$ cat src/rtl/pin_event_pkg.sv
package pin_event_pkg;
  localparam int EV_W          = 4;
  localparam int EV_LOW        = 0;
  localparam int EV_HIGH       = 1;
  localparam int EV_FALL       = 2;
  localparam int EV_RISE       = 3;
  localparam int WORD_W        = 32;
  localparam int PINS_PER_WORD = WORD_W / EV_W;
  localparam int NCONS         = 3;
  localparam int CONS_CORE0    = 0;
  localparam int CONS_CORE1    = 1;
  localparam int CONS_WAKE     = 2;
  localparam int RGN_W         = 2;

  typedef enum logic [RGN_W-1:0] {
    RGN_STATUS   = 2'd0,
    RGN_EN_CORE0 = 2'd1,
    RGN_EN_CORE1 = 2'd2,
    RGN_EN_WAKE  = 2'd3
  } region_e;
endpackage

$ cat src/rtl/pin_sync.sv
module pin_sync #(
  parameter int WIDTH  = 30,
  parameter int STAGES = 2
) (
  input  logic             clk,
  input  logic             rst,
  input  logic [WIDTH-1:0] async_i,
  output logic [WIDTH-1:0] sync_o
);
  logic [WIDTH-1:0] chain_q [STAGES];

  always_ff @(posedge clk) begin
    if (rst) begin
      for (int s = 0; s < STAGES; s++) chain_q[s] <= '0;
    end else begin
      chain_q[0] <= async_i;
      for (int s = 1; s < STAGES; s++) chain_q[s] <= chain_q[s-1];
    end
  end

  assign sync_o = chain_q[STAGES-1];
endmodule

$ cat src/rtl/event_status.sv
module event_status
  import pin_event_pkg::*;
#(
  parameter  int NPINS = 30,
  localparam int SW    = NPINS * EV_W
) (
  input  logic             clk,
  input  logic             rst,
  input  logic [NPINS-1:0] lvl_i,
  input  logic [NPINS-1:0] clr_fall_i,
  input  logic [NPINS-1:0] clr_rise_i,
  output logic [SW-1:0]    status_o
);
  logic [NPINS-1:0] prev_q, fall_q, rise_q;
  logic [NPINS-1:0] fall_det, rise_det;

  always_comb begin
    rise_det = lvl_i & ~prev_q;
    fall_det = ~lvl_i & prev_q;
  end

  // a fresh edge is ORed in after the clear, so it survives a same-cycle ack
  always_ff @(posedge clk) begin
    if (rst) begin
      prev_q <= '0;
      fall_q <= '0;
      rise_q <= '0;
    end else begin
      prev_q <= lvl_i;
      fall_q <= (fall_q & ~clr_fall_i) | fall_det;
      rise_q <= (rise_q & ~clr_rise_i) | rise_det;
    end
  end

  for (genvar p = 0; p < NPINS; p++) begin : g_pin
    assign status_o[p*EV_W+EV_LOW]  = ~lvl_i[p];
    assign status_o[p*EV_W+EV_HIGH] = lvl_i[p];
    assign status_o[p*EV_W+EV_FALL] = fall_q[p];
    assign status_o[p*EV_W+EV_RISE] = rise_q[p];
  end

  assert_edge_sticky_R4: assert property (@(posedge clk) disable iff (rst)
    (({fall_q, rise_q} & ~{clr_fall_i, clr_rise_i}) != '0) |=>
      (({fall_q, rise_q} & $past({fall_q, rise_q} & ~{clr_fall_i, clr_rise_i}))
        == $past({fall_q, rise_q} & ~{clr_fall_i, clr_rise_i})));

  assert_edge_wins_R6: assert property (@(posedge clk) disable iff (rst)
    ({fall_det, rise_det} != '0) |=>
      (({fall_q, rise_q} & $past({fall_det, rise_det})) == $past({fall_det, rise_det})));

  assert_ack_clears_R5: assert property (@(posedge clk) disable iff (rst)
    (({clr_fall_i, clr_rise_i} & ~{fall_det, rise_det}) != '0) |=>
      (({fall_q, rise_q} & $past({clr_fall_i, clr_rise_i} & ~{fall_det, rise_det})) == '0));

  assert_no_phantom_R4: assert property (@(posedge clk) disable iff (rst)
    1'b1 |=> (({fall_q, rise_q} & ~$past({fall_q, rise_q}) & ~$past({fall_det, rise_det})) == '0));
endmodule

$ cat src/rtl/irq_combiner.sv
module irq_combiner
  import pin_event_pkg::*;
#(
  parameter  int NPINS  = 30,
  parameter  int NSLOTS = 4,
  parameter  int SLOT_W = 2,
  localparam int SW     = NPINS * EV_W,
  localparam int EW     = NSLOTS * WORD_W
) (
  input  logic              clk,
  input  logic              rst,
  input  logic [SW-1:0]     status_i,
  input  logic              wr_en_i,
  input  logic [SLOT_W-1:0] wr_slot_i,
  input  logic [WORD_W-1:0] wr_data_i,
  output logic [EW-1:0]     en_o,
  output logic              irq_o
);
  function automatic logic [EW-1:0] valid_bits();
    logic [EW-1:0] m;
    for (int b = 0; b < EW; b++) m[b] = (b < SW);
    return m;
  endfunction

  localparam logic [EW-1:0] VALID = valid_bits();

  logic [EW-1:0] en_q;

  always_ff @(posedge clk) begin
    if (rst) begin
      en_q  <= '0;
      irq_o <= 1'b0;
    end else begin
      if (wr_en_i) begin
        for (int s = 0; s < NSLOTS; s++) begin
          if (wr_slot_i == SLOT_W'(s))
            en_q[s*WORD_W +: WORD_W] <= wr_data_i & VALID[s*WORD_W +: WORD_W];
        end
      end
      irq_o <= |(en_q[SW-1:0] & status_i);
    end
  end

  assign en_o = en_q;

  assert_irq_quiet_R7: assert property (@(posedge clk) disable iff (rst)
    (en_q == '0) |=> !irq_o);

  assert_pad_zero_R9: assert property (@(posedge clk) disable iff (rst)
    (en_q & ~VALID) == '0);
endmodule

$ cat src/rtl/pin_event_irq.sv
module pin_event_irq
  import pin_event_pkg::*;
#(
  parameter  int NPINS       = 30,
  parameter  int SYNC_STAGES = 2,
  localparam int NWORDS      = (NPINS * EV_W + WORD_W - 1) / WORD_W,
  localparam int SLOT_W      = (NWORDS > 1) ? $clog2(NWORDS) : 1,
  localparam int ADDR_W      = RGN_W + SLOT_W
) (
  input  logic              clk,
  input  logic              rst,
  input  logic [NPINS-1:0]  pin_i,
  input  logic              wr_en,
  input  logic [ADDR_W-1:0] wr_addr,
  input  logic [WORD_W-1:0] wr_data,
  input  logic              rd_en,
  input  logic [ADDR_W-1:0] rd_addr,
  output logic [WORD_W-1:0] rd_data,
  output logic              rd_valid,
  output logic              irq_core0,
  output logic              irq_core1,
  output logic              wake_req
);
  localparam int NSLOTS = 1 << SLOT_W;
  localparam int SW     = NPINS * EV_W;
  localparam int PW     = NSLOTS * WORD_W;

  logic [NPINS-1:0]  lvl;
  logic [SW-1:0]     status;
  logic [PW-1:0]     stat_pad;
  logic [NPINS-1:0]  clr_fall, clr_rise;
  logic [NCONS-1:0]  irq_vec;
  logic [PW-1:0]     en_flat [NCONS];
  logic [RGN_W-1:0]  wr_rgn, rd_rgn;
  logic [SLOT_W-1:0] wr_slot, rd_slot;
  logic              ack_wr;
  logic [WORD_W-1:0] rd_word;

  pin_sync #(.WIDTH(NPINS), .STAGES(SYNC_STAGES)) u_sync (
    .clk(clk), .rst(rst), .async_i(pin_i), .sync_o(lvl)
  );

  assign wr_rgn  = wr_addr[ADDR_W-1 -: RGN_W];
  assign wr_slot = wr_addr[SLOT_W-1:0];
  assign rd_rgn  = rd_addr[ADDR_W-1 -: RGN_W];
  assign rd_slot = rd_addr[SLOT_W-1:0];
  assign ack_wr  = wr_en && (region_e'(wr_rgn) == RGN_STATUS);

  // acknowledge decode: only edge positions of the addressed word are honoured
  always_comb begin
    for (int p = 0; p < NPINS; p++) begin
      clr_fall[p] = ack_wr && (wr_slot == SLOT_W'(p / PINS_PER_WORD)) &&
                    wr_data[(p % PINS_PER_WORD) * EV_W + EV_FALL];
      clr_rise[p] = ack_wr && (wr_slot == SLOT_W'(p / PINS_PER_WORD)) &&
                    wr_data[(p % PINS_PER_WORD) * EV_W + EV_RISE];
    end
  end

  event_status #(.NPINS(NPINS)) u_status (
    .clk(clk), .rst(rst), .lvl_i(lvl),
    .clr_fall_i(clr_fall), .clr_rise_i(clr_rise), .status_o(status)
  );

  for (genvar c = 0; c < NCONS; c++) begin : g_cons
    irq_combiner #(.NPINS(NPINS), .NSLOTS(NSLOTS), .SLOT_W(SLOT_W)) u_comb (
      .clk(clk), .rst(rst), .status_i(status),
      .wr_en_i(wr_en && (wr_rgn == RGN_W'(c + 1))),
      .wr_slot_i(wr_slot), .wr_data_i(wr_data),
      .en_o(en_flat[c]), .irq_o(irq_vec[c])
    );
  end

  assign stat_pad = PW'(status);

  always_comb begin
    rd_word = '0;
    if (region_e'(rd_rgn) == RGN_STATUS) begin
      rd_word = stat_pad[rd_slot*WORD_W +: WORD_W];
    end else begin
      for (int c = 0; c < NCONS; c++) begin
        if (rd_rgn == RGN_W'(c + 1)) rd_word = en_flat[c][rd_slot*WORD_W +: WORD_W];
      end
    end
  end

  always_ff @(posedge clk) begin
    if (rst) begin
      rd_valid <= 1'b0;
      rd_data  <= '0;
    end else begin
      rd_valid <= rd_en;
      if (rd_en) rd_data <= rd_word;
    end
  end

  assign irq_core0 = irq_vec[CONS_CORE0];
  assign irq_core1 = irq_vec[CONS_CORE1];
  assign wake_req  = irq_vec[CONS_WAKE];

  assert_rd_valid_R10: assert property (@(posedge clk) disable iff (rst)
    rd_en |=> rd_valid);

  assert_rd_idle_R10: assert property (@(posedge clk) disable iff (rst)
    !rd_en |=> !rd_valid);
endmodule

$ cat config.mk
export PLATFORM = sky130hd
export DESIGN_NAME = pin_event_irq
export DESIGN_NICKNAME = d
export VERILOG_FILES = /design/src/rtl/pin_event_pkg.sv /design/src/rtl/pin_sync.sv /design/src/rtl/event_status.sv /design/src/rtl/irq_combiner.sv /design/src/rtl/pin_event_irq.sv
export SDC_FILE = /design/constraint.sdc
export NUM_CORES = 1
export LEC_CHECK = 0
export BUFFER_PORTS_ARGS = -buffer_cell sky130_fd_sc_hd__buf_4
export CORE_UTILIZATION = 29
export DETAILED_ROUTE_END_ITERATION = 10
export GPL_TIMING_DRIVEN = 0
export PLACE_DENSITY = 0.54
export SYNTH_ARGS = -nofsm -noshare
export SYNTH_HDL_FRONTEND = slang
export SYNTH_SLANG_ARGS = --single-unit
$ cat constraint.sdc
create_clock -name clk -period 2.4 [get_ports clk]
set_input_delay 0.36 -clock clk [delete_from_list [all_inputs] [get_ports clk]]
set_output_delay 0.36 -clock clk [all_outputs]
set_load 0.01 [all_outputs]
==> impl_results.md <==
- Grt peak-use layer: met2
- Psw: 6.00 mW
- Fillcell total: 8,640
- Row count: 105
- Avg Cell Area, Syn: 8.46 µm²
- Worst EP required: 2.84 ns
- Placer congestion estimate: 1.05
- Critical path's largest stage delay: 0.89 ns
- Vias in the first global route: 22,400
- Die area: 84,900 µm²
- Outcome: finished with violations
- Yosys warns: 0
- Synth Cell Area: 24,300 µm²
- First-pass GRT wire length: 190,000 µm
- CTS Buffer Depth: 3
- Switching part of the total power: 27.5%
- Largest net degree at the start of global routing: 19
- Starting Density: 29.4%
- RSZ-0062 raised after global routing: no
- Fin Clk Skew: 0.0492 ns
- Cell Count, Final, Fillers Out: 4,174
- Die X: 291 µm
- Reg-to-reg endpoint: g_cons[1].u_comb.irq_o$_SDFF_PP0_
- DRC viols: 0
- Io pins: 110
- IO buf count: 88
- Grt met2 use: 47.2%
- Fin worst setup slack: -0.126 ns
- Slew headroom: 9.83%
- CP max stage cell: dfxtp_1
- Comb power frac: 8.9%
- Initial DRC count: 3,783
- Sequential-to-total area share from yosys stat: 45.0%
- DR WL/cell: 33.9 µm
- Max VDD drop: 0.600 mV
- Most frequent cells in the layout: 847 x nand2_1, 531 x dfxtp_1, 464 x a21oi_1, 160 x nor2b_1, 157 x clkbuf_1
- Crit path DAT: 2.96 ns
- Prevailing post-synth register cell: dfxtp_1
- CP Class: reg2reg
- Post-layout util: 35.1%
- Worst Path Buf+Inv: 0
- Hpwl dp: 109,000 µm
- CP startpoint: u_sync.chain_q[0][49]$_SDFF_PP0_
- Drt first pass iters: 5
- Root Buffer: clkbuf_16
- Hold Fails Final Rpt: 0
- Final worst-path cycle share: 105%
- Core Footprint: 82,500 µm²
- Post-Syn Instances: 2,871
- Syn nets: 2,945
- Failing checks: negative setup slack
- Reg2reg setup slack: -0.13 ns
- Static Leak: 9.94 nW
- Clock sink count: 546
- Area delta synth->final: 19.1%
- Post-synthesis register bit count: 546
- Fmax: 396 MHz
- CP endpoint: g_cons[1].u_comb.irq_o$_SDFF_PP0_
- FF-to-FF path depth: 4
- Crit path time final: 2.53 ns
- Maxcap violations: 0
- Cell variety after synth: 59
- CTS tree: built
- Final net count: 3,120
- Tot Pwr: 21.8 mW
- Clk pwr share: 46.6%
- Vias: 24,400
- Vias/cell: 5.85
- Asr flop ratio synth: 0%
- Startpoint Class: flip-flop
- Die height: 291 µm
- Commonest non-fill, non-tap cell in the layout: nand2_1
- Worst skew pair latency: 0.68 ns
- CP Capture Type: flip-flop
- Initial antenna violation count: 8
- Tot GR Track Use: 32.7%
- Final ANT Viol Nets: 0
- Post-synth EDFFs: 0
- Detailed Route WL: 142,000 µm
- Grt met1 use: 42.6%
- Top Family by Delay on Critical Path: flip-flops
- DP Worst Slack: -0.650 ns
- Worst path cell trace: mux2i_1 -> nand4_1 -> nor3_1 -> a41oi_1
- H-tree depth: 2
- CTS Buf Count: 61
- Met3 Use GR: 11.1%
- Share of cells above drive strength 1: 12.7%
- R2r startpoint: u_sync.chain_q[0][49]$_SDFF_PP0_
- Instance count on the critical path: 4
- Hold crit path type: in2reg
- Seq pwr share: 44.5%
- Measured slew at the worst slew-check pin: 1.35 ns
- Worst-path clk slew: 0.06 ns
- Final Hold Slack: 0.0477 ns
- Pwr Density: 754 nW/µm²
- Dpl cells: 4,030
- Slew Viols, Final: 0
- Worst Path Max Fanout: 8
- Pint: 15.8 mW
- Gr ovfl total: 0
- Final setup viols: 3
repair_timing:
item                                    CTS  global route
hold buffers                             42             0
setup buffers                             0             0
hold endpoints to repair                 51             0
gates cloned                              0             0
resized for setup                        19            16
endpoints found under the setup margin    3            64
registers in the layout, summed over array words and instances, names as in the netlist:
register / count
u_status.fall_q: 30
u_status.rise_q: 30
g_cons.u_comb.irq_o: 3
u_status.prev_q: 30
rd_data: 32
rd_valid: 1
g_cons.u_comb.en_o: 360
u_sync.chain_q: 60
cell families after synthesis:
group	Yosys count	share of synthesized area, %
and+or+nand+nor	1200	21.2
muxes	201	12.7
buffers and inverters	257	5.01
DFF	546	45.0
AOI/OAI and AO/OA	667	16.0
worst min-delay path by stage:
stage,end,slack [ns],cells past startpoint,startpoint
floorplan,u_sync.chain_q[0][30]$_SDFF_PP0_,0.41,1,u_sync.chain_q[0][0]$_SDFF_PP0_
global placement,u_sync.chain_q[0][40]$_SDFF_PP0_,0.42,1,u_sync.chain_q[0][10]$_SDFF_PP0_
detailed placement,u_sync.chain_q[0][37]$_SDFF_PP0_,0.42,1,u_sync.chain_q[0][7]$_SDFF_PP0_
CTS,u_status.rise_q[23]$_SDFF_PP0_,0.03,4,wr_data[31]
global route,u_status.rise_q[23]$_SDFF_PP0_,0.07,4,wr_data[31]
finish,u_status.rise_q[23]$_SDFF_PP0_,0.05,4,wr_data[31]
worst reg2reg max path: cells and delay by family, from the launching register on:
family          cells  cell delay [ns]
flops               1             0.89
simple gates        2             0.70
compound gates      1             0.35
mux                 1             0.34
layer usage:
metal	wire, µm	vias to the layer above
met2	57700	1800
met4	9400	4
met5	24	-
met3	18300	412
li1	-	10200
met1	56200	11900
power by group through the flow:
stage          clock [mW]  sequential (mW)  combinational (mW)
6_report             10.2             9.71                1.94
5_1_grt              10.6             9.68                1.98
2_1_floorplan           0             9.60               0.971
4_1_cts              10.2             9.66                1.86
3_5_place_dp            0             9.78                1.88
3_3_place_gp            0             9.78                1.89
cell usage after synthesis, types with 3 or more instances:
cell         n  area (µm²)
a22oi_1     62         465
and3_1       6        37.5
clkbuf_1   169         634
buf_1        9        33.8
mux4_1       6         158
buf_4       16         120
nor2_1      98         368
nand4_1     25         156
nor4_1       9        56.3
nor2b_1    160        1000
a22o_1      29         254
o221ai_1     6        52.6
nor2_2       3        18.8
a21oi_1    464        2320
buf_6       12         135
o21ai_0     26         130
buf_2       38         190
a221oi_1    23         201
nand2_1    847        3180
nand3_1     23         115
o22a_1       3        26.3
o22ai_1     20         125
a32o_1       4        40.0
mux2i_1    109        1090
a311oi_1     6        52.6
mux4_2      78        1760
mux2_2       8        90.1
nand2b_1     5        31.3
dfxtp_1    546       10900
a41oi_1      3        26.3
a211oi_1     7        52.6
nor3_1       5        25.0
inv_1        7        26.3
a2bb2oi_1    6        52.6
stage by stage:
stage	setup TNS, ns	cell area (µm²)
finish	-0.257	28900
global route	0	28900
CTS	0	28900
detailed placement	-167.50	26300
global placement	-168.27	26300
floorplan	0	24300
final cells by class:
cell class,instances,area (µm²),area share (%)
tap,1070,1340,4.63
sequential,546,11000,37.9
multi-input combinational,2068,12200,42.2
antenna,8,20.0,0.0692
timing repair buffer,131,1090,3.78
buffer,229,1120,3.89
clock inverter,25,379,1.31
clock buffer,88,1780,6.15
inverter,9,33.8,0.117
Note: power is estimated with default switching activity, not from simulation.
